[config.mk]
export PLATFORM = sky130hd
export DESIGN_NAME = irq_vector_ctrl
export DESIGN_NICKNAME = d
export VERILOG_FILES = /design/src/rtl/irq_vec_pkg.sv /design/src/rtl/irq_cfg_regs.sv /design/src/rtl/irq_src_map.sv /design/src/rtl/irq_arbiter.sv /design/src/rtl/irq_vector_ctrl.sv
export SDC_FILE = /design/constraint.sdc
export NUM_CORES = 1
export LEC_CHECK = 0
export BUFFER_PORTS_ARGS = -buffer_cell sky130_fd_sc_hd__buf_2
export CORE_MARGIN = 2
export CORE_UTILIZATION = 43
export CTS_BUF_LIST = sky130_fd_sc_hd__clkbuf_16
export DETAILED_ROUTE_END_ITERATION = 6
export GPL_TIMING_DRIVEN = 0
export MAX_ROUTING_LAYER = met4
export PLACE_DENSITY_LB_ADDON = 0.25
export SYNTH_ARGS = -nofsm -noshare
export SYNTH_HDL_FRONTEND = slang
export SYNTH_SLANG_ARGS = --single-unit
[constraint.sdc]
create_clock -name clk -period 3.82 [get_ports clk]
set_clock_uncertainty 0.1 [all_clocks]
set_input_delay 0.573 -clock clk [delete_from_list [all_inputs] [get_ports clk]]
set_output_delay 0.573 -clock clk [all_outputs]
set_load 0.05 [all_outputs]
[src/rtl/irq_vec_pkg.sv]
package irq_vec_pkg;
    localparam int NLINES    = 16;
    localparam int IDX_W     = $clog2(NLINES);
    localparam int STRIDE_SH = 5;
    localparam int VEC_W     = IDX_W + STRIDE_SH;
    localparam int NSRC      = 15;
    localparam int PRIO_W    = 4;
    localparam int USER_BASE = 4;
    localparam int TOP_LVL   = NLINES - USER_BASE - 1;
    localparam int NLVL      = TOP_LVL + 1;
    localparam int AW        = 3;
    localparam int DW        = NLINES;
    localparam int FLD_PER_W = DW / PRIO_W;

    localparam logic [AW-1:0] A_MASK  = 3'd0;
    localparam logic [AW-1:0] A_CTRL  = 3'd1;
    localparam logic [AW-1:0] A_SET   = 3'd2;
    localparam logic [AW-1:0] A_CLR   = 3'd3;
    localparam int            A_PRIO0 = 4;

    localparam int CTRL_NEST_BIT = 4;
    localparam int CTRL_GIE_BIT  = 5;

    localparam logic [NLINES-1:0] NMI_BITS = NLINES'(2'b11);
    localparam logic [NLINES-1:0] GIE_OFF_ALLOW = NLINES'(1);

    typedef struct packed {
        logic             valid;
        logic [IDX_W-1:0] idx;
    } pick_t;

    typedef struct packed {
        logic nest;
        logic gie;
    } ctrl_t;

    function automatic pick_t first_set(input logic [NLINES-1:0] v);
        pick_t p;
        p = '0;
        for (int i = NLINES - 1; i >= 0; i--) begin
            if (v[i]) begin
                p.valid = 1'b1;
                p.idx   = IDX_W'(i);
            end
        end
        return p;
    endfunction

    function automatic logic [PRIO_W-1:0] fold_lvl(input logic [PRIO_W-1:0] p);
        return (p > PRIO_W'(TOP_LVL)) ? PRIO_W'(TOP_LVL) : p;
    endfunction

    function automatic logic [PRIO_W-1:0] reset_lvl(input int src);
        return (src < TOP_LVL) ? PRIO_W'(src) : PRIO_W'(TOP_LVL);
    endfunction

    function automatic logic [VEC_W-1:0] vec_of(input logic [IDX_W-1:0] idx);
        return {idx, {STRIDE_SH{1'b0}}};
    endfunction
endpackage

[src/rtl/irq_cfg_regs.sv]
module irq_cfg_regs
    import irq_vec_pkg::*;
(
    input  logic                   clk,
    input  logic                   rst,
    input  logic                   wr_en,
    input  logic [AW-1:0]          wr_addr,
    input  logic [DW-1:0]          wr_data,
    output logic [NLINES-1:0]      mask_q,
    output ctrl_t                  ctrl_q,
    output logic [NSRC*PRIO_W-1:0] prio_q,
    output logic [NLINES-1:0]      sw_set,
    output logic [NLINES-1:0]      sw_clr
);
    always_comb begin
        sw_set = (wr_en && wr_addr == A_SET) ? wr_data : '0;
        sw_clr = (wr_en && wr_addr == A_CLR) ? wr_data : '0;
    end

    always_ff @(posedge clk) begin
        if (rst) begin
            mask_q <= '0;
            ctrl_q <= '0;
        end else if (wr_en) begin
            if (wr_addr == A_MASK) mask_q <= wr_data;
            if (wr_addr == A_CTRL) begin
                ctrl_q.nest <= wr_data[CTRL_NEST_BIT];
                ctrl_q.gie  <= wr_data[CTRL_GIE_BIT];
            end
        end
    end

    for (genvar s = 0; s < NSRC; s++) begin : g_prio
        localparam logic [AW-1:0] MY_ADDR = AW'(A_PRIO0 + s / FLD_PER_W);
        localparam int            MY_LSB  = (s % FLD_PER_W) * PRIO_W;
        always_ff @(posedge clk) begin
            if (rst)
                prio_q[s*PRIO_W +: PRIO_W] <= reset_lvl(s);
            else if (wr_en && wr_addr == MY_ADDR)
                prio_q[s*PRIO_W +: PRIO_W] <= wr_data[MY_LSB +: PRIO_W];
        end
    end
endmodule

[src/rtl/irq_src_map.sv]
module irq_src_map
    import irq_vec_pkg::*;
(
    input  logic [NSRC-1:0]        periph_req,
    input  logic [NSRC*PRIO_W-1:0] prio_q,
    output logic [NLVL-1:0]        lvl_req
);
    for (genvar l = 0; l < NLVL; l++) begin : g_lvl
        always_comb begin
            lvl_req[l] = 1'b0;
            for (int s = 0; s < NSRC; s++) begin
                if (periph_req[s] && fold_lvl(prio_q[s*PRIO_W +: PRIO_W]) == PRIO_W'(l))
                    lvl_req[l] = 1'b1;
            end
        end
    end
endmodule

[src/rtl/irq_arbiter.sv]
module irq_arbiter
    import irq_vec_pkg::*;
(
    input  logic              clk,
    input  logic              rst,
    input  logic [NLINES-1:0] hw_req,
    input  logic [NLINES-1:0] sw_set,
    input  logic [NLINES-1:0] sw_clr,
    input  logic [NLINES-1:0] mask_q,
    input  ctrl_t             ctrl_q,
    input  logic              rti,
    output logic              ack_q,
    output logic [VEC_W-1:0]  vec_q,
    output logic [NLINES-1:0] latch_q,
    output logic [NLINES-1:0] isr_q
);
    logic [NLINES-1:0] eligible;
    logic [NLINES-1:0] ack_oh;
    logic [NLINES-1:0] rti_oh;
    pick_t             pick;
    pick_t             top_active;
    logic              accept;

    always_comb begin
        eligible   = latch_q & (mask_q | NMI_BITS) & (ctrl_q.gie ? '1 : GIE_OFF_ALLOW);
        pick       = first_set(eligible);
        top_active = first_set(isr_q);
        if (!pick.valid)
            accept = 1'b0;
        else if (!top_active.valid)
            accept = 1'b1;
        else
            accept = ctrl_q.nest && (pick.idx < top_active.idx);
        ack_oh = accept ? (NLINES'(1) << pick.idx) : '0;
        rti_oh = (rti && top_active.valid) ? (NLINES'(1) << top_active.idx) : '0;
    end

    always_ff @(posedge clk) begin
        if (rst) begin
            latch_q <= '0;
            isr_q   <= '0;
            ack_q   <= 1'b0;
            vec_q   <= '0;
        end else begin
            latch_q <= (latch_q & ~sw_clr & ~ack_oh) | hw_req | sw_set;
            isr_q   <= (isr_q & ~rti_oh) | ack_oh;
            ack_q   <= accept;
            if (accept) vec_q <= vec_of(pick.idx);
        end
    end
endmodule

[src/rtl/irq_vector_ctrl.sv]
module irq_vector_ctrl
    import irq_vec_pkg::*;
(
    input  logic              clk,
    input  logic              rst,
    input  logic [USER_BASE-1:0] sys_req,
    input  logic [NSRC-1:0]   periph_req,
    input  logic              rti,
    input  logic              wr_en,
    input  logic [AW-1:0]     wr_addr,
    input  logic [DW-1:0]     wr_data,
    output logic              irq_ack,
    output logic [VEC_W-1:0]  irq_vec,
    output logic [NLINES-1:0] pend_o,
    output logic [NLINES-1:0] active_o
);
    logic [NLINES-1:0]      mask_w;
    ctrl_t                  ctrl_w;
    logic [NSRC*PRIO_W-1:0] prio_w;
    logic [NLINES-1:0]      set_w;
    logic [NLINES-1:0]      clr_w;
    logic [NLVL-1:0]        lvl_w;
    logic [NLINES-1:0]      hw_w;
    logic                   gie_w;
    logic                   nest_w;

    irq_cfg_regs u_cfg (
        .clk(clk), .rst(rst), .wr_en(wr_en), .wr_addr(wr_addr), .wr_data(wr_data),
        .mask_q(mask_w), .ctrl_q(ctrl_w), .prio_q(prio_w), .sw_set(set_w), .sw_clr(clr_w)
    );

    irq_src_map u_map (
        .periph_req(periph_req), .prio_q(prio_w), .lvl_req(lvl_w)
    );

    assign hw_w   = {lvl_w, sys_req};
    assign gie_w  = ctrl_w.gie;
    assign nest_w = ctrl_w.nest;

    irq_arbiter u_arb (
        .clk(clk), .rst(rst), .hw_req(hw_w), .sw_set(set_w), .sw_clr(clr_w),
        .mask_q(mask_w), .ctrl_q(ctrl_w), .rti(rti),
        .ack_q(irq_ack), .vec_q(irq_vec), .latch_q(pend_o), .isr_q(active_o)
    );
endmodule

* Word-level counts from Yosys, hierarchy flattened
Cells that the tools add are included.
Cells by class: magnitude comparators 16, bitwise gates (word level) 11, equal/unequal tests 172, reduce and logical (&&, ||, !) cells 206, shift-type cells 2, mux-type cells 234
Operators by type and width (number):
- $eq 4x3->1 const B | 60
- $eq 4x4->1 const B | 60
- $logic_and 1x1->1 | 188
- $mux 1 | 182
- $mux 5 | 32
- $eq 4x2->1 const B | 30
- $and 16x16->16 | 5
- $mux 16 | 5
- $eq 4x1->1 const B | 15
- $gt 4x4->1 const B | 15
- $logic_not 4->1 | 15
- $mux 4 | 15
- $not 16->16 | 3
- $or 16x16->16 | 3
- $shl 1x4->16 const A | 2
- $eq 3x3->1 const B | 4
- $eq 3x2->1 const B | 2
- $lt 4x4->1 | 1
- $reduce_and 2->1 | 2
- $eq 3x1->1 const B | 1
- $logic_not 3->1 | 1
Word-level totals: bits of input ports 42, output and inout port bits 42, flip-flop bits (word level) 115

* Longest topological paths before layout
word-level depth 27, gate-level depth with buffers 14

* Modules after synthesis
Synthesis repeated with hierarchy kept, for this count alone.
Second synthesis, totals: cell total of the unflattened synthesis 900, area, all modules 7329.5 um^2
Modules (own cells, without submodules):
- irq_cfg_regs | cells an instance 338, instances 1, area each 3387.0 um^2, sequential area each 1561.5 um^2
- irq_arbiter | cells an instance 289, instances 1, area each 2278.4 um^2, sequential area each 740.7 um^2
- irq_src_map | cells an instance 273, instances 1, area each 1664.1 um^2, sequential area each 0.0 um^2

* Least setup slack after synthesis
Ideal clock, no wire load.
path kind flip-flop to flip-flop, start point register u_arb.latch_q[3], end point register u_arb.latch_q[11], path slack 178 ps, cell stages (with the launch flop) 14, path buffers 2, library setup time 116 ps, period minus slack after synthesis 3642 ps, data required time 3604 ps, arrival 3425 ps, cells stage by stage dfxtp_1 > a22o_1 > and2_4 > or3_4 > buf_6 > a21oi_4 > ha_1 > a211oi_1 > nor2b_1 > a21bo_2 > o21a_1 > clkbuf_1 > or3_1 > a41o_1
RTL lines:
- start, declared | line irq_arbiter.sv:14 | output logic [NLINES-1:0] latch_q,
- start signal, assigned | line irq_arbiter.sv:45 | latch_q <= (latch_q & ~sw_clr & ~ack_oh) | hw_req | sw_set;

==> metrics <==
area leader, netlist=dfxtp_1; post-synthesis sequential area ratio=33.2%; Worst Path Arrival=3980 ps; Die ar.=16900 um2; main combinational cell family by area after synthesis=simple AND/OR/NAND/NOR gates; Clock Path Buffers=2; Multi-input gate area=4270 um2; Startpoint Class=flop; core area=15700 um2; sequential cell area=2260 um2; DRC violations left=2; Mapped Area=6820 um2; GR Overflow Total=0; violated checks=DRC; placed cells=1253; # diodes=0; DR top layer=met4; critical path class=flop to flop; most common cell in the netlist=nand2_1; clk sink count=113; syn avg cell area=7.11 um2; fraction of layout cells with a size suffix above 1=14.7%; Post-Route WL=30200 um; I/O pins=84; P_leak=3.03 nW; routability cong.=1.07; Starting Density=43.4%; Max Clk Rate=264 MHz; flops & latches, synth=113; vias in the first global route=7123; Area Overhead vs Synth=19.2%; top post-synthesis cells by area=dfxtp_1 33%, nand2_1 12%, a21oi_1 7.3%; Final min period=3780 ps; relative slew slack=15.2%; VDD IR max=0.335 mV; Starting DRT DRC Count=1053; gr usage total=36.6%; crit path max fanout=5; worst hold path class=input pin to flop; Setup violations, final=0; post-synthesis xor/xnor area fraction=0%; CP endpoint kind=flop; # rows=46; Sum Neg Setup Slack=0 ps; top cell type's share of synthesized area=33.2%; Filler Cell Count=1606; Slew Viols, Final=0; Synth cell types=73; post-route insts no fill=1290; Die X=130 um; EDFF count, synth=0; most common library cells after synthesis=224 x nand2_1, 113 x dfxtp_1, 99 x a21oi_1; Final Cycle Share=99.0%; TritonCTS clock tree=built; fin util=51.7%; Final Hold Vio Count=0; Pre-Repair DR Iteration Count=7; clock transition at the registers of the reported paths=60 ps; slew of the pin with the lowest slew margin=1260 ps; Max-cap violations=0; Nets=1106; Post-Synthesis Cells=959; Post-Synth Simple-Gate Area=35.0%; post-synthesis mux area share=0.440%; Compound-Gate Fraction of Synth Area=25.6%; Yosys warning total=0; ys flop type=dfxtp_1; worst-skew pair later-pin latency=430 ps; Vias=8117; pwr/cell area=405 nW/um2; CTS H-tree lvls=4; clock root buffer=clkbuf_16; die height=130 um; M1 wire length=13000 um; Via density=6.29; Adder-Cell Fraction of Synth Area=0.550%; largest net degree at the start of global routing=17; post-DP HPWL=22600 um; antenna viol nets, final=0; CTS Buf Count=17; first-pass GRT wire length=43700 um; CP required=4020 ps; status=finished, violations left; WL per Instance=23.4 um; fraction of registers with async set/reset=0%; wire length on met2=12400 um; I/O Buffers=74; WL met3=3710 um; initial antenna violation count=0
-- logic make-up (layout without fill, tap and decap cells) --
family                   after synthesis  in the layout
AO/OA/AOI/OAI                        267            267
adder cells (fa/ha/maj)                3              3
buffers and inverters                 79            190
flip-flops                           113            113
multiplexers                           3              3
other                                  1              5
AND/OR/NAND/NOR                      493            493
-- report_power, final --
part           total, W  switching [W]  internal [W]
Sequential      0.00129      0.0000651       0.00122
Clock           0.00155       0.000650      0.000897
Combinational  0.000462       0.000332      0.000130
Total           0.00330        0.00105       0.00225
-- worst max-delay path, stage by stage (launching register included) --
cell and delay [ps]:
dfxtp_1 480, a22oi_2 150, a31o_2 260, a32oi_1 250
o21ai_0 380, a21oi_2 340, ha_1 270, o211ai_1 160
a32oi_1 180, o21a_1 220, or4_2 690, o2bb2ai_1 160
-- registers in the layout, indices dropped and copies added, names as in the netlist --
| signal | flops |
|---|---|
| u_arb.vec_q | 4 |
| u_arb.ack_q | 1 |
| u_arb.isr_q | 16 |
| u_arb.latch_q | 16 |
| u_cfg.prio_q | 60 |
| u_cfg.mask_q | 14 |
| u_cfg.ctrl_q | 2 |
-- through the flow --
step,instance area [um2],power (W),setup slack [ps],hold WS (ps)
floorplan,6840,0.00157,178,344
global placement,7480,0.00175,15.9,352
detailed placement,7480,0.00175,-0.00822,361
CTS,8040,0.00327,37.5,282
global route,8130,0.00338,-18.3,303
finish,8130,0.00330,36.8,293
-- layer usage --
metal / GRT usage (%) / vias to the layer above
met2: 49.4 / 516
met4: 14.4 / 0
met5: - / -
met3: 12.7 / 83
met1: 49.7 / 3814
li1: - / 3704
-- timing repair --
action	4_1_cts	5_1_grt
gates resized for setup	2	9
hold buffers	0	0
setup endpoints to repair	2	25
setup buffers	0	5
pin swaps	0	2
-- layout make-up --
class                           count  area share [%]
Inverter                           19           0.877
Tap cell                          216            3.33
Multi-Input combinational cell    771            52.6
Timing Repair Buffer               79            5.02
Clock inverter                     15            1.66
Clock buffer                       17            5.23
Buffer                             60            3.46
Sequential cell                   113            27.8
-- path summary, 6_finish.rpt --
path                                        from                to  slack [ps]  cells past startpoint
worst max register to register  u_arb.latch_q[6]  u_arb.latch_q[7]          40                     11
worst min register to register    u_arb.vec_q[5]    u_arb.vec_q[5]         370                      2
worst min-delay path                  sys_req[1]  u_arb.latch_q[1]         290                      3
worst max-delay path            u_arb.latch_q[6]  u_arb.latch_q[7]          40                     11
-- cells in the final DEF, fill, tap and decap left out, types with 12 or more instances in the layout --
cell type	instances
nand2_1	223
dfxtp_1	113
a21oi_1	98
buf_2	77
nand3_1	51
nor2_1	47
clkbuf_1	43
nor3_1	35
o21ai_0	27
nand2b_1	26
o22ai_1	24
nand3b_1	21
inv_1	18
nor3b_1	17
clkbuf_16	17
nor4_1	15
a31oi_1	12
Note: power is estimated with default switching activity, not from simulation.
